File: config.mk
export PLATFORM = sky130hd
export DESIGN_NAME = cfg_block_slave
export DESIGN_NICKNAME = d
export VERILOG_FILES = /design/src/rtl/cfgslv_pkg.sv /design/src/rtl/cfgslv_line_sync.sv /design/src/rtl/cfgslv_regfile.sv /design/src/rtl/cfgslv_engine.sv /design/src/rtl/cfg_block_slave.sv
export SDC_FILE = /design/constraint.sdc
export NUM_CORES = 1
export LEC_CHECK = 0
export ABC_AREA = 0
export BUFFER_PORTS_ARGS = -buffer_cell sky130_fd_sc_hd__buf_4
export CAP_MARGIN = 20
export CORE_MARGIN = 3
export CORE_UTILIZATION = 60
export CTS_BUF_LIST = sky130_fd_sc_hd__clkbuf_4 sky130_fd_sc_hd__clkbuf_8
export DETAILED_ROUTE_END_ITERATION = 12
export GPL_TIMING_DRIVEN = 1
export HOLD_SLACK_MARGIN = 0.12
export PLACE_DENSITY_LB_ADDON = 0.12
export SLEW_MARGIN = 25
export SYNTH_ARGS = -nofsm -noshare
export SYNTH_HDL_FRONTEND = slang
export SYNTH_HIERARCHICAL = 1
export SYNTH_SLANG_ARGS = --single-unit
export TNS_END_PERCENT = 50
File: constraint.sdc
create_clock -name clk -period 3.1 [get_ports clk]
set_input_delay 0.465 -clock clk [delete_from_list [all_inputs] [get_ports clk]]
set_output_delay 0.465 -clock clk [all_outputs]
set_load 0.01 [all_outputs]
File: src/rtl/cfgslv_pkg.sv
package cfgslv_pkg;

  typedef enum logic [2:0] {
    ST_IDLE,
    ST_ADDR,
    ST_SACK,
    ST_WBYTE,
    ST_RBYTE,
    ST_MACK,
    ST_MLOAD,
    ST_HOLD
  } slv_state_e;

  // Address byte as seen on the wire: 7-bit device address then R/W bit.
  function automatic logic [7:0] addr_byte(input logic [6:0] dev, input logic rd);
    return {dev, rd};
  endfunction

  // Saturating increment of a small counter.
  function automatic logic [7:0] sat_inc(input logic [7:0] v, input logic [7:0] lim);
    return (v >= lim) ? lim : v + 8'd1;
  endfunction

endpackage

File: src/rtl/cfgslv_line_sync.sv
module cfgslv_line_sync #(
  parameter int STAGES = 2
) (
  input  logic clk,
  input  logic rst_n,
  input  logic scl_i,
  input  logic sda_i,
  output logic scl_lvl,
  output logic sda_lvl,
  output logic ev_rise,
  output logic ev_fall,
  output logic ev_start,
  output logic ev_stop
);

  logic [STAGES-1:0] scl_chain;
  logic [STAGES-1:0] sda_chain;
  logic              scl_prev;
  logic              sda_prev;

  always_ff @(posedge clk or negedge rst_n) begin
    if (!rst_n) begin
      scl_chain <= '1;
      sda_chain <= '1;
      scl_prev  <= 1'b1;
      sda_prev  <= 1'b1;
    end else begin
      scl_chain <= {scl_chain[STAGES-2:0], scl_i};
      sda_chain <= {sda_chain[STAGES-2:0], sda_i};
      scl_prev  <= scl_chain[STAGES-1];
      sda_prev  <= sda_chain[STAGES-1];
    end
  end

  assign scl_lvl  = scl_chain[STAGES-1];
  assign sda_lvl  = sda_chain[STAGES-1];
  assign ev_rise  = scl_lvl & ~scl_prev;
  assign ev_fall  = ~scl_lvl & scl_prev;
  assign ev_start = scl_lvl & scl_prev & sda_prev & ~sda_lvl;
  assign ev_stop  = scl_lvl & scl_prev & ~sda_prev & sda_lvl;

endmodule

File: src/rtl/cfgslv_regfile.sv
module cfgslv_regfile #(
  parameter int                      NUM_REGS  = 6,
  parameter logic [8*NUM_REGS-1:0]   RESET_VAL = '0,
  parameter logic [NUM_REGS-1:0]     PROTECT   = '0,
  localparam int                     SEL_W     = $clog2(NUM_REGS)
) (
  input  logic                  clk,
  input  logic                  rst_n,
  input  logic                  wr_en,
  input  logic [SEL_W-1:0]      wr_sel,
  input  logic [7:0]            wr_data,
  output logic [8*NUM_REGS-1:0] regs_flat
);

  for (genvar g = 0; g < NUM_REGS; g++) begin : g_reg
    if (PROTECT[g]) begin : g_fixed
      assign regs_flat[8*g +: 8] = RESET_VAL[8*g +: 8];
    end else begin : g_rw
      logic [7:0] q;
      always_ff @(posedge clk or negedge rst_n) begin
        if (!rst_n)
          q <= RESET_VAL[8*g +: 8];
        else if (wr_en && wr_sel == SEL_W'(g))
          q <= wr_data;
      end
      assign regs_flat[8*g +: 8] = q;
    end
  end

endmodule

File: src/rtl/cfgslv_engine.sv
module cfgslv_engine
  import cfgslv_pkg::*;
#(
  parameter int          NUM_REGS = 6,
  parameter logic [6:0]  DEV_ADDR = 7'h69,
  localparam int         SEL_W    = $clog2(NUM_REGS),
  localparam int         IDX_LIM  = NUM_REGS + 3
) (
  input  logic                  clk,
  input  logic                  rst_n,
  input  logic                  ev_start,
  input  logic                  ev_stop,
  input  logic                  ev_rise,
  input  logic                  ev_fall,
  input  logic                  sda_lvl,
  input  logic [8*NUM_REGS-1:0] regs_flat,
  output logic                  wr_en,
  output logic [SEL_W-1:0]      wr_sel,
  output logic [7:0]            wr_data,
  output logic                  sda_oe
);

  slv_state_e st;
  logic [2:0] bit_cnt;
  logic [7:0] shreg;
  logic [7:0] idx;      // bytes done after the address byte
  logic       is_read;
  logic       ack_on;
  logic [7:0] rx_byte;
  logic [7:0] tx_next;

  // Byte to send for read position i: count first, then registers, then 0xFF.
  function automatic logic [7:0] tx_pick(input logic [7:0] i, input logic [8*NUM_REGS-1:0] r);
    int k;
    k = int'(i);
    if (k == 0) return 8'(NUM_REGS);
    else if (k <= NUM_REGS) return r[8*(k-1) +: 8];
    else return 8'hFF;
  endfunction

  assign rx_byte = {shreg[6:0], sda_lvl};
  assign tx_next = tx_pick(idx, regs_flat);

  // Data byte complete at its eighth rising SCL: write position idx-2.
  assign wr_en   = (st == ST_WBYTE) && ev_rise && (bit_cnt == 3'd7) &&
                   (idx >= 8'd2) && (idx < 8'(NUM_REGS + 2));
  assign wr_sel  = SEL_W'(idx - 8'd2);
  assign wr_data = rx_byte;

  always_ff @(posedge clk or negedge rst_n) begin
    if (!rst_n) begin
      st      <= ST_IDLE;
      bit_cnt <= '0;
      shreg   <= '0;
      idx     <= '0;
      is_read <= 1'b0;
      ack_on  <= 1'b0;
      sda_oe  <= 1'b0;
    end else if (ev_start) begin
      st      <= ST_ADDR;
      bit_cnt <= '0;
      idx     <= '0;
      ack_on  <= 1'b0;
      sda_oe  <= 1'b0;
    end else if (ev_stop) begin
      st      <= ST_IDLE;
      sda_oe  <= 1'b0;
    end else begin
      unique case (st)
        ST_ADDR: if (ev_rise) begin
          shreg   <= rx_byte;
          bit_cnt <= bit_cnt + 3'd1;
          if (bit_cnt == 3'd7) begin
            ack_on <= 1'b0;
            if (rx_byte == addr_byte(DEV_ADDR, 1'b0)) begin
              is_read <= 1'b0;
              st      <= ST_SACK;
            end else if (rx_byte == addr_byte(DEV_ADDR, 1'b1)) begin
              is_read <= 1'b1;
              st      <= ST_SACK;
            end else begin
              st      <= ST_HOLD;
            end
          end
        end
        ST_SACK: if (ev_fall) begin
          if (!ack_on) begin
            sda_oe <= 1'b1;
            ack_on <= 1'b1;
          end else begin
            ack_on  <= 1'b0;
            bit_cnt <= '0;
            if (is_read) begin
              shreg  <= tx_next;
              sda_oe <= ~tx_next[7];
              idx    <= sat_inc(idx, 8'(IDX_LIM));
              st     <= ST_RBYTE;
            end else begin
              sda_oe <= 1'b0;
              st     <= ST_WBYTE;
            end
          end
        end
        ST_WBYTE: if (ev_rise) begin
          shreg   <= rx_byte;
          bit_cnt <= bit_cnt + 3'd1;
          if (bit_cnt == 3'd7) begin
            idx    <= sat_inc(idx, 8'(IDX_LIM));
            ack_on <= 1'b0;
            st     <= ST_SACK;
          end
        end
        ST_RBYTE: if (ev_fall) begin
          if (bit_cnt == 3'd7) begin
            sda_oe <= 1'b0;
            st     <= ST_MACK;
          end else begin
            bit_cnt <= bit_cnt + 3'd1;
            shreg   <= {shreg[6:0], 1'b0};
            sda_oe  <= ~shreg[6];
          end
        end
        ST_MACK: if (ev_rise) begin
          st <= sda_lvl ? ST_HOLD : ST_MLOAD;
        end
        ST_MLOAD: if (ev_fall) begin
          bit_cnt <= '0;
          shreg   <= tx_next;
          sda_oe  <= ~tx_next[7];
          idx     <= sat_inc(idx, 8'(IDX_LIM));
          st      <= ST_RBYTE;
        end
        default: ;
      endcase
    end
  end

endmodule

File: src/rtl/cfg_block_slave.sv
module cfg_block_slave #(
  parameter int                     NUM_REGS    = 6,
  parameter int                     SYNC_STAGES = 2,
  parameter logic [6:0]             DEV_ADDR    = 7'h69,
  parameter logic [8*NUM_REGS-1:0]  RESET_VAL   = 48'h00_FF_FF_FF_FF_00,
  parameter logic [NUM_REGS-1:0]    PROTECT     = 6'b100000,
  localparam int                    CFG_W       = 8 * NUM_REGS,
  localparam int                    SEL_W       = $clog2(NUM_REGS)
) (
  input  logic             clk,
  input  logic             rst_n,
  input  logic             scl_i,
  input  logic             sda_i,
  output logic             sda_oe,
  output logic [CFG_W-1:0] cfg_bits
);

  logic             scl_lvl;
  logic             sda_lvl;
  logic             ev_rise;
  logic             ev_fall;
  logic             ev_start;
  logic             ev_stop;
  logic             wr_en;
  logic [SEL_W-1:0] wr_sel;
  logic [7:0]       wr_data;

  cfgslv_line_sync #(.STAGES(SYNC_STAGES)) u_sync (
    .clk      (clk),
    .rst_n    (rst_n),
    .scl_i    (scl_i),
    .sda_i    (sda_i),
    .scl_lvl  (scl_lvl),
    .sda_lvl  (sda_lvl),
    .ev_rise  (ev_rise),
    .ev_fall  (ev_fall),
    .ev_start (ev_start),
    .ev_stop  (ev_stop)
  );

  cfgslv_engine #(.NUM_REGS(NUM_REGS), .DEV_ADDR(DEV_ADDR)) u_eng (
    .clk       (clk),
    .rst_n     (rst_n),
    .ev_start  (ev_start),
    .ev_stop   (ev_stop),
    .ev_rise   (ev_rise),
    .ev_fall   (ev_fall),
    .sda_lvl   (sda_lvl),
    .regs_flat (cfg_bits),
    .wr_en     (wr_en),
    .wr_sel    (wr_sel),
    .wr_data   (wr_data),
    .sda_oe    (sda_oe)
  );

  cfgslv_regfile #(
    .NUM_REGS  (NUM_REGS),
    .RESET_VAL (RESET_VAL),
    .PROTECT   (PROTECT)
  ) u_regs (
    .clk       (clk),
    .rst_n     (rst_n),
    .wr_en     (wr_en),
    .wr_sel    (wr_sel),
    .wr_data   (wr_data),
    .regs_flat (cfg_bits)
  );

endmodule

After elaboration in Yosys (flattened, before gate mapping) --
Cells that the tools add are included.
Storage, ports and cells: logic and storage cells 171, register bits after elaboration 70
Cells by class: muxes and demuxes 64, equal/unequal tests 41, $add $sub $neg 4, bitwise logic cells 15, reduce and logical (&&, ||, !) cells 26, magnitude comparators 4, shift operators 1
Operators with widths (count):
- $mux 8 | 11
- $mux 3 | 23
- $mux 7 | 7
- $shiftx 48x32->8 | 1
- $pmux 7 s4 | 1
- $ne 4x3->1 const B | 6
- $pmux 8 s3 | 1
- $pmux 3 s6 | 1
- $mux 1 | 17
- $eq 8x8->1 const B | 2
- $ne 4x4->1 const B | 4
- $reduce_and 8->1 | 2
- $eq 3x3->1 const B | 5
- $ne 3x3->1 const B | 5
- $eq 3x2->1 const B | 4
- $pmux 3 s4 | 1
- $reduce_and 11->1 | 1
- $ne 2x2->1 const B | 5
- $reduce_and 10->1 | 1
- $reduce_bool 5->1 | 2
- $logic_and 1x1->1 | 9
- $ne 3x2->1 const B | 3
- $sub 8x1->9 const B | 1
- $add 8x1->8 const B | 1
- other kinds (23) | 41

Depth between registers and ports, before layout --
Gate-level depths: netlist (run 1).
depth after elaboration 11, mapped depth 10, gate-level depth less buffers 7

Modules after synthesis --
Netlist (run 1), hierarchy kept.
Modules (own cells, without submodules):
- cfgslv_engine | area an instance 2098.3 µm², instances 1, cells an instance 239, sequential area each 600.6 µm²
- cfgslv_regfile | area an instance 1632.8 µm², instances 1, cells an instance 97, sequential area each 1041.0 µm²
- cfgslv_line_sync | area an instance 190.2 µm², instances 1, cells an instance 10, sequential area each 157.7 µm²

Worst setup path before layout (run 1) --
No wires, ideal clock.
path type register -> register, from register u_eng.idx[0], to register u_eng.sda_oe, required time 3.023 ns, period minus slack after synthesis 2.443 ns, arrival time 2.366 ns, path slack 0.657 ns, stages on the path, launching flop included 10, buffers on the path 2, library setup time 0.077 ns, cell sequence dfrtp_1 > buf_4 > buf_4 > inv_2 > ha_1 > xor2_1 > mux4_2 > a21o_1 > a21o_1 > a21oi_1
Between the ends: cells in the longest elaborated chain, start to end 11, elaborated cells between the ends (all ways) 14, those cells by class 1 x add/sub; 1 x order compare; 1 x shift; 9 x mux; 1 x bitwise; 1 x reduce/logical
RTL lines:
- start, declared | RTL line cfgslv_engine.sv:26 | logic [7:0] idx;
- start signal, assigned | RTL line cfgslv_engine.sv:96 | idx <= sat_inc(idx, 8'(IDX_LIM));
- start signal, assigned | RTL line cfgslv_engine.sv:108 | idx <= sat_inc(idx, 8'(IDX_LIM));
- start signal, assigned | RTL line cfgslv_engine.sv:130 | idx <= sat_inc(idx, 8'(IDX_LIM));
- $sub 8x1->9 | RTL line cfgslv_engine.sv:37 | else if (k <= NUM_REGS) return r[8*(k-1) +: 8];
- $shiftx 48x32->8 | RTL line cfgslv_engine.sv:37
- $mux 8 | RTL line cfgslv_engine.sv:37
- $mux 8 (*) | RTL line cfgslv_engine.sv:36 | if (k == 0) return 8'(NUM_REGS);
- $not 1->1 (*) | RTL line cfgslv_engine.sv:95, cfgslv_engine.sv:129
- $mux 1 | RTL line cfgslv_engine.sv:93 | if (is_read) begin
- $mux 1 | RTL line cfgslv_engine.sv:87 | if (!ack_on) begin
- $mux 1 | RTL line cfgslv_engine.sv:86 | ST_SACK: if (ev_fall) begin
- $pmux 1 s3 (*) | RTL line cfgslv_engine.sv:69 | unique case (st)
- $mux 1 (*) | RTL line cfgslv_engine.sv:65 | end else if (ev_stop) begin
- $mux 1 (*) | RTL line cfgslv_engine.sv:59 | end else if (ev_start) begin
- end signal, assigned | RTL line cfgslv_engine.sv:95 | sda_oe <= ~tx_next[7];
- end signal, assigned | RTL line cfgslv_engine.sv:120 | sda_oe <= ~shreg[6];
- end signal, assigned | RTL line cfgslv_engine.sv:129 | sda_oe <= ~tx_next[7];
- end, declared | RTL line cfgslv_engine.sv:20 | output logic sda_oe
Mark *: on every way between the ends. The rest lies on a longest branch, timed or not. The select of a mux whose other input is x is not followed. A chain may end at the register's enable or synchronous reset.

Worst setup path after layout (run 1) --
from register u_eng.idx[4], to register u_regs.g_reg[1].g_rw.q[2]
Between the ends: cells in the longest elaborated chain, start to end 4, elaborated cells between the ends (all ways) 5, those cells by class 2 x order compare; 3 x reduce/logical
RTL lines:
- $ge 8x2->1 | RTL line cfgslv_engine.sv:46 | (idx >= 8'd2) && (idx < 8'(NUM_REGS + 2));
- $logic_and 1x1->1 | RTL line cfgslv_engine.sv:45 | assign wr_en = (st == ST_WBYTE) && ev_rise && (bit_cnt == 3'd7) &&
- $logic_and 1x1->1 (*) | RTL line cfgslv_engine.sv:46
- named net wr_en | RTL line cfg_block_slave.sv:24 | logic wr_en;
- $logic_and 1x1->1 (*) | RTL line cfgslv_regfile.sv:23 | else if (wr_en && wr_sel == SEL_W'(g))
- end signal, assigned | RTL line cfgslv_regfile.sv:22 | q <= RESET_VAL[8*g +: 8];
- end signal, assigned | RTL line cfgslv_regfile.sv:24 | q <= wr_data;
- end, declared | RTL line cfgslv_regfile.sv:19 | logic [7:0] q;
The timed path passes the listed nets; every way through them passes the cells marked *.

==> results of run 1 <==
-- sequential cells by signal, summed over array words and instances, names as in the netlist --
name / count
u_eng/ack_on: 1
u_sync/scl_prev: 1
u_eng/sda_oe: 1
u_eng/idx: 8
u_sync/sda_prev: 1
u_sync/sda_chain: 2
u_sync/scl_chain: 2
u_regs/g.g_rw.q: 40
u_eng/st: 3
u_eng/is_read: 1
u_eng/shreg: 7
u_eng/bit_cnt: 3
-- cells in the mapped netlist, drive strengths merged (2+ instances only) --
library cell and n:
mux2 45, dfstp 38, dfrtp 32, buf 25
a21oi 20, nor2 18, o21ai 15, inv 12
nand2 12, nand3 11, ha 10, nor2b 10
nor3 10, mux4 8, a31oi 7, mux2i 7
clkbuf 5, a21o 4, a22o 4, nand2b 4
nor4bb 4, o22a 4, o22ai 4, nor4 3
o31ai 3, a311oi 2, and4b 2, nand3b 2
nand4b 2, nor3b 2, o32ai 2, or4 2
xor2 2
-- cell usage in the layout, fill, tap and decap left out, types with 9 or more instances in the layout --
master     n
nand3_1   10
clkbuf_8  11
inv_1     10
nor2_1    18
o21ai_0   11
nor2b_1   10
nor3_1     9
nand2_1   12
dfrtp_1   32
mux2_2    42
buf_4     60
ha_1      10
a21oi_1   20
dfstp_2   38
-- layout make-up --
class | instances | share of cell area
sequential | 70 | 0.3938
timing repair buffer | 60 | 0.09858
inverter | 12 | 0.009858
clock inverter | 5 | 0.01780
tap | 75 | 0.02054
multi-input combinational | 241 | 0.4263
clock buffer | 11 | 0.03313
-- report_power, final --
group | leakage (nW) | switching [mW] | internal (mW)
sequential | 0.817 | 0.147 | 0.991
clock | 0.116 | 0.356 | 0.497
combinational | 1.06 | 0.159 | 0.119
total | 2.00 | 0.662 | 1.61
-- metal layers --
| layer | up-vias | track usage |
|---|---|---|
| li1 | 1353 | - |
| met1 | 1482 | 0.3651 |
| met2 | 95 | 0.4348 |
| met3 | 22 | 0.04563 |
| met4 | 0 | 0.1105 |
| met5 | - | 0 |
-- through the flow --
step | total power, mW | instances | hold slack, ps | util
after floorplan | 1.308 | 353 | 169.4 | -
after global placement | 1.405 | 458 | 345.9 | 0.7073
after detailed placement | 1.423 | 458 | 349.5 | 0.7073
after CTS | 2.277 | 474 | 205.3 | 0.7453
after global routing | 2.382 | 474 | 202.7 | 0.7453
final | 2.269 | 474 | 214.0 | 0.7453
-- worst max-delay path: stages, from the launching register on --
cell and delay (ps):
dfrtp_1 460, or4_1 630, nor4_1 330, buf_4 180, nor4bb_2 440, buf_4 260
mux2_2 360
-- how the worst max path moves through the flow --
stage / startpoint / end / slack, ps / cells past startpoint
3_3_place_gp: u_eng/idx[4] / u_regs/g_reg[1].g_rw.q[0] / 490 / 6
5_1_grt: u_eng/idx[1] / u_eng/idx[2] / 280 / 7
3_5_place_dp: u_eng/idx[4] / u_regs/g_reg[1].g_rw.q[0] / 440 / 6
4_1_cts: u_eng/idx[4] / u_regs/g_reg[1].g_rw.q[2] / 410 / 6
2_1_floorplan: u_eng/idx[0] / u_eng/sda_oe / 660 / 9
6_report: u_eng/idx[4] / u_regs/g_reg[1].g_rw.q[2] / 360 / 6
-- cell families (layout without fill, tap and decap cells) --
logic type	count (synthesis)	count (layout)	synth area share
flops	70	70	0.4588
mux	60	60	0.1930
buf+inv	42	88	0.05584
simple gates	89	89	0.1343
xor+xnor	3	3	0.006702
other cells	1	8	0.0009563
fa+ha+maj	10	10	0.03191
compound gates	71	71	0.1184
==> results.toml, run 1 <==
[synth]
async_flop_share = 1.000
yosys-top-cells-area = "dfstp_2, dfrtp_1, mux2_2, mux4_2, ha_1"
synth-edff-count = 0
yosysWarningCount = 6
synthFlopType = "dfstp_2"
synth_top_area_frac = 0.2546
ys_seq_area_frac = 0.4588
syn-cell-area_um2 = 3921
syn_inst = 346
synth_top_area_cell = "dfstp_2"
ys_types = 58
yosys_register_bits = 70
syn_avg_cell_area_um2 = 11.33

[die]
die_w_um = 86.84
io_pins = 53
fp-row-count = 28
core_area_um2 = 6131
initial_core_util = 0.6396
die_y_um = 86.84
dieArea_um2 = 7541

[finish]
area_growth_pct = 16.53
num-nets-final = 408
antenna_cells = 0
drive_gt1_frac = 0.4411
multi_input_area_um2 = 1948
nFillCells = 421
fin_area_um2 = 4569
seqCellArea_um2 = 1799

[worst_setup_path]
r2r_cells = 6
critPathLaunchType = "flop"
crit_path_end_kind = "flop"
path_class = "flop to flop"
arrival_ps = 3010
worstPathMaxFanout = 6
r2r_slack_ps = 360
timing.rr.end = "u_regs/g_reg[1].g_rw.q[2]"
cp.required_ps = 3370
r2r_start = "u_eng/idx[4]"

[clocking]
clock_tree.root_cell = "clkbuf_8"
tritoncts = "yes"
clkSinkCount = 70
cts_setup_buffers = 0
cts_resized = 0
clock_path_buffers = 2
clk_latency_ps = 350
htreeDepth = 3
hold_buffers = 0
path_clk_slew_ps = 80
cts_made_buffers = 9

[sta]
min_period_ps = 2736
fmax_mhz = 365.5
final_hold_viol_count = 0
setup_violations = 0
rsz0062_at_grt = "false"
fin_crit_sh = 0.8826
finClkSkew_ps = 10.09
slew_headroom = 0.4191
worstMarginPinSlew_ps = 871.4
worst_slack_ps = 364.0
fin_tns_setup_ps = 0
maxSlewViolCount = 0

[global_routing]
grt_pass1_wl_um = 15680
grtUsageTotal = 0.2706
grt_overflow = 0
grt_max_degree = 71
antenna_found_initial = 0
grt_pass1_vias = 2962

[min_path]
holdPathStages = 1
hold_end = "u_sync/scl_chain[0]"
hold_path.class = "input port to flop"
min_from = "scl_i"

[routing]
ant_nets = 0
m1WireLength_um = 3893
wl_met3_um = 512
firstDrtPassIters = 5
detail_route.iter0.violations = 208
wl_per_cell_um = 19.40
wl_met2_um = 4561
drcViolationCount = 0
dr.max_layer_used = "met4"
wirelength_um = 9195
vias = 2952
via_per_inst = 6.228

[status]
status = "finished clean"

[placement]
dpl_worst_slack_ps = 435.6
gp_congestion = 0.8632
dp_hpwl_um = 6176
port_buffers = 44
dpl-instance-area_um2 = 4337

[power_and_ir_drop]
peakVddDrop_mv = 0.3620
p_leak_nw = 1.997
power_density_nw_per_um2 = 496.5

[flow_run]
drv_cap = 0
(Power assumes the default switching activity.)
==> inputs of run 2 (changes only) <==
--- a/config.mk
+++ b/config.mk
@@ -9,7 +9,7 @@
 export BUFFER_PORTS_ARGS = -buffer_cell sky130_fd_sc_hd__buf_4
 export CAP_MARGIN = 20
 export CORE_MARGIN = 3
-export CORE_UTILIZATION = 60
+export CORE_UTILIZATION = 45
 export CTS_BUF_LIST = sky130_fd_sc_hd__clkbuf_4 sky130_fd_sc_hd__clkbuf_8
 export DETAILED_ROUTE_END_ITERATION = 12
 export GPL_TIMING_DRIVEN = 1
@@ -18,6 +18,5 @@
 export SLEW_MARGIN = 25
 export SYNTH_ARGS = -nofsm -noshare
 export SYNTH_HDL_FRONTEND = slang
-export SYNTH_HIERARCHICAL = 1
 export SYNTH_SLANG_ARGS = --single-unit
 export TNS_END_PERCENT = 50
==> constraint.sdc (replaced) <==
create_clock -name clk -period 3.1 [get_ports clk]
set_input_delay 0.465 -clock clk [delete_from_list [all_inputs] [get_ports clk]]
set_output_delay 0.465 -clock clk [all_outputs]
set_load 0.005 [all_outputs]
==> results.toml, run 2 <==
[status]
status = "finished clean"

[global_routing]
grt_overflow = 0
grt_pass1_vias = 2739
grtUsageTotal = 0.1898
grt_pass1_wl_um = 14680
antenna_found_initial = 0
grt_max_degree = 71

[min_path]
hold_path.class = "input port to asynchronous set/reset pin"

[clocking]
cts_setup_buffers = 0
cts_made_buffers = 9
clock_tree.root_cell = "clkbuf_8"
tritoncts = "yes"
htreeDepth = 3
clock_path_buffers = 2
clk_latency_ps = 350
path_clk_slew_ps = 80
clkSinkCount = 70
hold_buffers = 0
cts_resized = 0

[worst_setup_path]
worstPathMaxFanout = 9
path_class = "flop to flop"
crit_path_end_kind = "flop"
cpLargestDelayFamily = "compound AO/OA/AOI/OAI gates"
crit_cells = 7
critPathCapture = "u_regs.g_reg[0].g_rw.q[4]"
worstSetupStartpoint = "u_eng.idx[2]"
r2r_start = "u_eng.idx[2]"
worstPathCellList = "inv_1 -> ha_1 -> nor2b_1 -> o41ai_1 -> nor4_4 -> nand2_4 -> mux2_2"
cp_num_buf_inv = 1
r2r_slack_ps = 650
cp.required_ps = 3330
arrival_ps = 2680
critPathLaunchType = "flop"
crit_path_top_delay_cell = "o41ai_1"
slowest_delay_ps = 580
timing.rr.end = "u_regs.g_reg[0].g_rw.q[4]"
r2r_cells = 7

[synth]
synthFlopType = "dfstp_2"
async_flop_share = 1.000
yosysWarningCount = 0
synth_top_cells_by_count = "dfstp_2, dfrtp_1, mux2_2"
ys_types = 58
ys_seq_area_frac = 0.4607
syn-cell-area_um2 = 3905
syn_avg_cell_area_um2 = 11.59
yosys-top-cells-area = "dfstp_2, dfrtp_1, mux2_2, ha_1, mux4_2"
synth.most_common_cell = "dfstp_2"
synth-edff-count = 0
synth_top_area_cell = "dfstp_2"
syn_inst = 337
synth_top_area_frac = 0.2557
yosys_register_bits = 70

[sta]
maxSlewViolCount = 0
final_hold_viol_count = 0
finClkSkew_ps = 9.361
fin_crit_sh = 0.7900
setup_violations = 0
min_period_ps = 2449
worstMarginPinSlew_ps = 883.7
rsz0062_at_grt = "false"
fin_tns_setup_ps = 0
slew_headroom = 0.4109
fmax_mhz = 408.3

[power_and_ir_drop]
p_total_mw = 1.990
peakVddDrop_mv = 0.2778
p_leak_nw = 2.041
p_clk_frac = 0.376
pwr-share-comb = 0.078
p_sw_frac = 0.2827
pwr-share-seq = 0.546
power_density_nw_per_um2 = 443.5
power_switching_mw = 0.5624
p_int_mw = 1.427

[finish]
area_growth_pct = 14.90
largestRegisters = "u_regs.g.g_rw.q x40, u_eng.idx x8, u_eng.shreg x7"
layout_commonest_cell = "buf_4"
fin_cells = 490
antenna_cells = 0
final_cell_mix = "buf_4, dfstp_2, dfrtp_1"
num-nets-final = 395
largest_reg_flops = 40
drive_gt1_frac = 0.4026
regMostFlops = "u_regs.g.g_rw.q"

[die]
dieArea_um2 = 9832
initial_core_util = 0.4682
fp-row-count = 33
die_y_um = 99.16
io_pins = 53
die_w_um = 99.16
core_area_um2 = 8341

[routing]
drcViolationCount = 0
wirelength_um = 9044
wl_per_cell_um = 18.46
ant_nets = 0
via_per_inst = 5.635
firstDrtPassIters = 5
vias = 2761
detail_route.iter0.violations = 114

[flow_run]
drv_cap = 0

[placement]
gp_congestion = 0.8074
dp_hpwl_um = 6197
port_buffers = 44
placed_cells = 474
## run 2: kinds of logic (layout without fill, tap and decap cells)
| group | count (synthesis) | count (layout) | synth area share |
|---|---|---|---|
| other | 1 | 8 | 0.0009603 |
| flip-flops | 70 | 70 | 0.4608 |
| AND/OR/NAND/NOR | 86 | 86 | 0.1355 |
| adder cells (fa/ha/maj) | 11 | 11 | 0.03524 |
| multiplexers | 55 | 55 | 0.1769 |
| XOR/XNOR | 3 | 3 | 0.006730 |
| buffers and inverters | 33 | 74 | 0.04422 |
| AO/OA/AOI/OAI | 78 | 78 | 0.1397 |
## run 2: worst min-delay path by stage
stage	from	end	slack (ps)	cells after the start
2_1_floorplan	rst_n	u_eng.ack_on	170	0
3_5_place_dp	u_sync.scl_chain[0]	u_sync.scl_chain[1]	350	0
4_1_cts	scl_i	u_sync.scl_chain[0]	210	1
5_1_grt	scl_i	u_sync.scl_chain[0]	210	1
6_report	rst_n	u_eng.st[0]	220	1
3_3_place_gp	u_sync.scl_chain[0]	u_sync.scl_chain[1]	350	0
## run 2: layout make-up
type	count	area [um^2]
fill	756	3854
multi-input combinational	241	1959
sequential	70	1799
timing repair buffer	47	352.8
clock buffer	10	131.4
tap	105	131.4
clock inverter	6	71.32
inverter	11	41.29
## run 2: power by group through the flow
| stage | Sequential [mW] | Clock [mW] | Combinational (mW) |
|---|---|---|---|
| after global placement | 1.10 | 0 | 0.153 |
| after global routing | 1.10 | 0.800 | 0.179 |
| after detailed placement | 1.10 | 0 | 0.156 |
| after CTS | 1.08 | 0.772 | 0.157 |
| after floorplan | 1.05 | 0 | 0.130 |
| final | 1.09 | 0.748 | 0.156 |
## run 2: layer usage
| layer | global-route usage | wire, um | share of wire |
|---|---|---|---|
| met1 | 0.2550 | 4117 | 0.46 |
| met2 | 0.3079 | 4361 | 0.48 |
| met3 | 0.04137 | 427 | 0.047 |
| met4 | 0.05987 | 137 | 0.015 |
| met5 | 0 | 0 | 0 |
## run 2: worst reg2reg max path, delay by kind of cell, from the launching register on
family	cells	cell delay, ps
multiplexers	1	350
buffers and inverters	1	170
adder cells (fa/ha/maj)	1	200
AND/OR/NAND/NOR	3	520
flip-flops	1	510
AO/OA/AOI/OAI	1	580
## run 2: metrics by stage
stage / setup slack (ps) / hold WS [ps] / utilization / instance area, um^2
after floorplan: 320.0 / 169.4 / - / 3931
after global placement: 641.7 / 346.4 / 0.5137 / 4284
after detailed placement: 651.2 / 346.8 / 0.5137 / 4284
after CTS: 642.8 / 207.7 / 0.5380 / 4487
after global routing: 493.6 / 207.8 / 0.5380 / 4487
final: 651.0 / 221.6 / 0.5380 / 4487
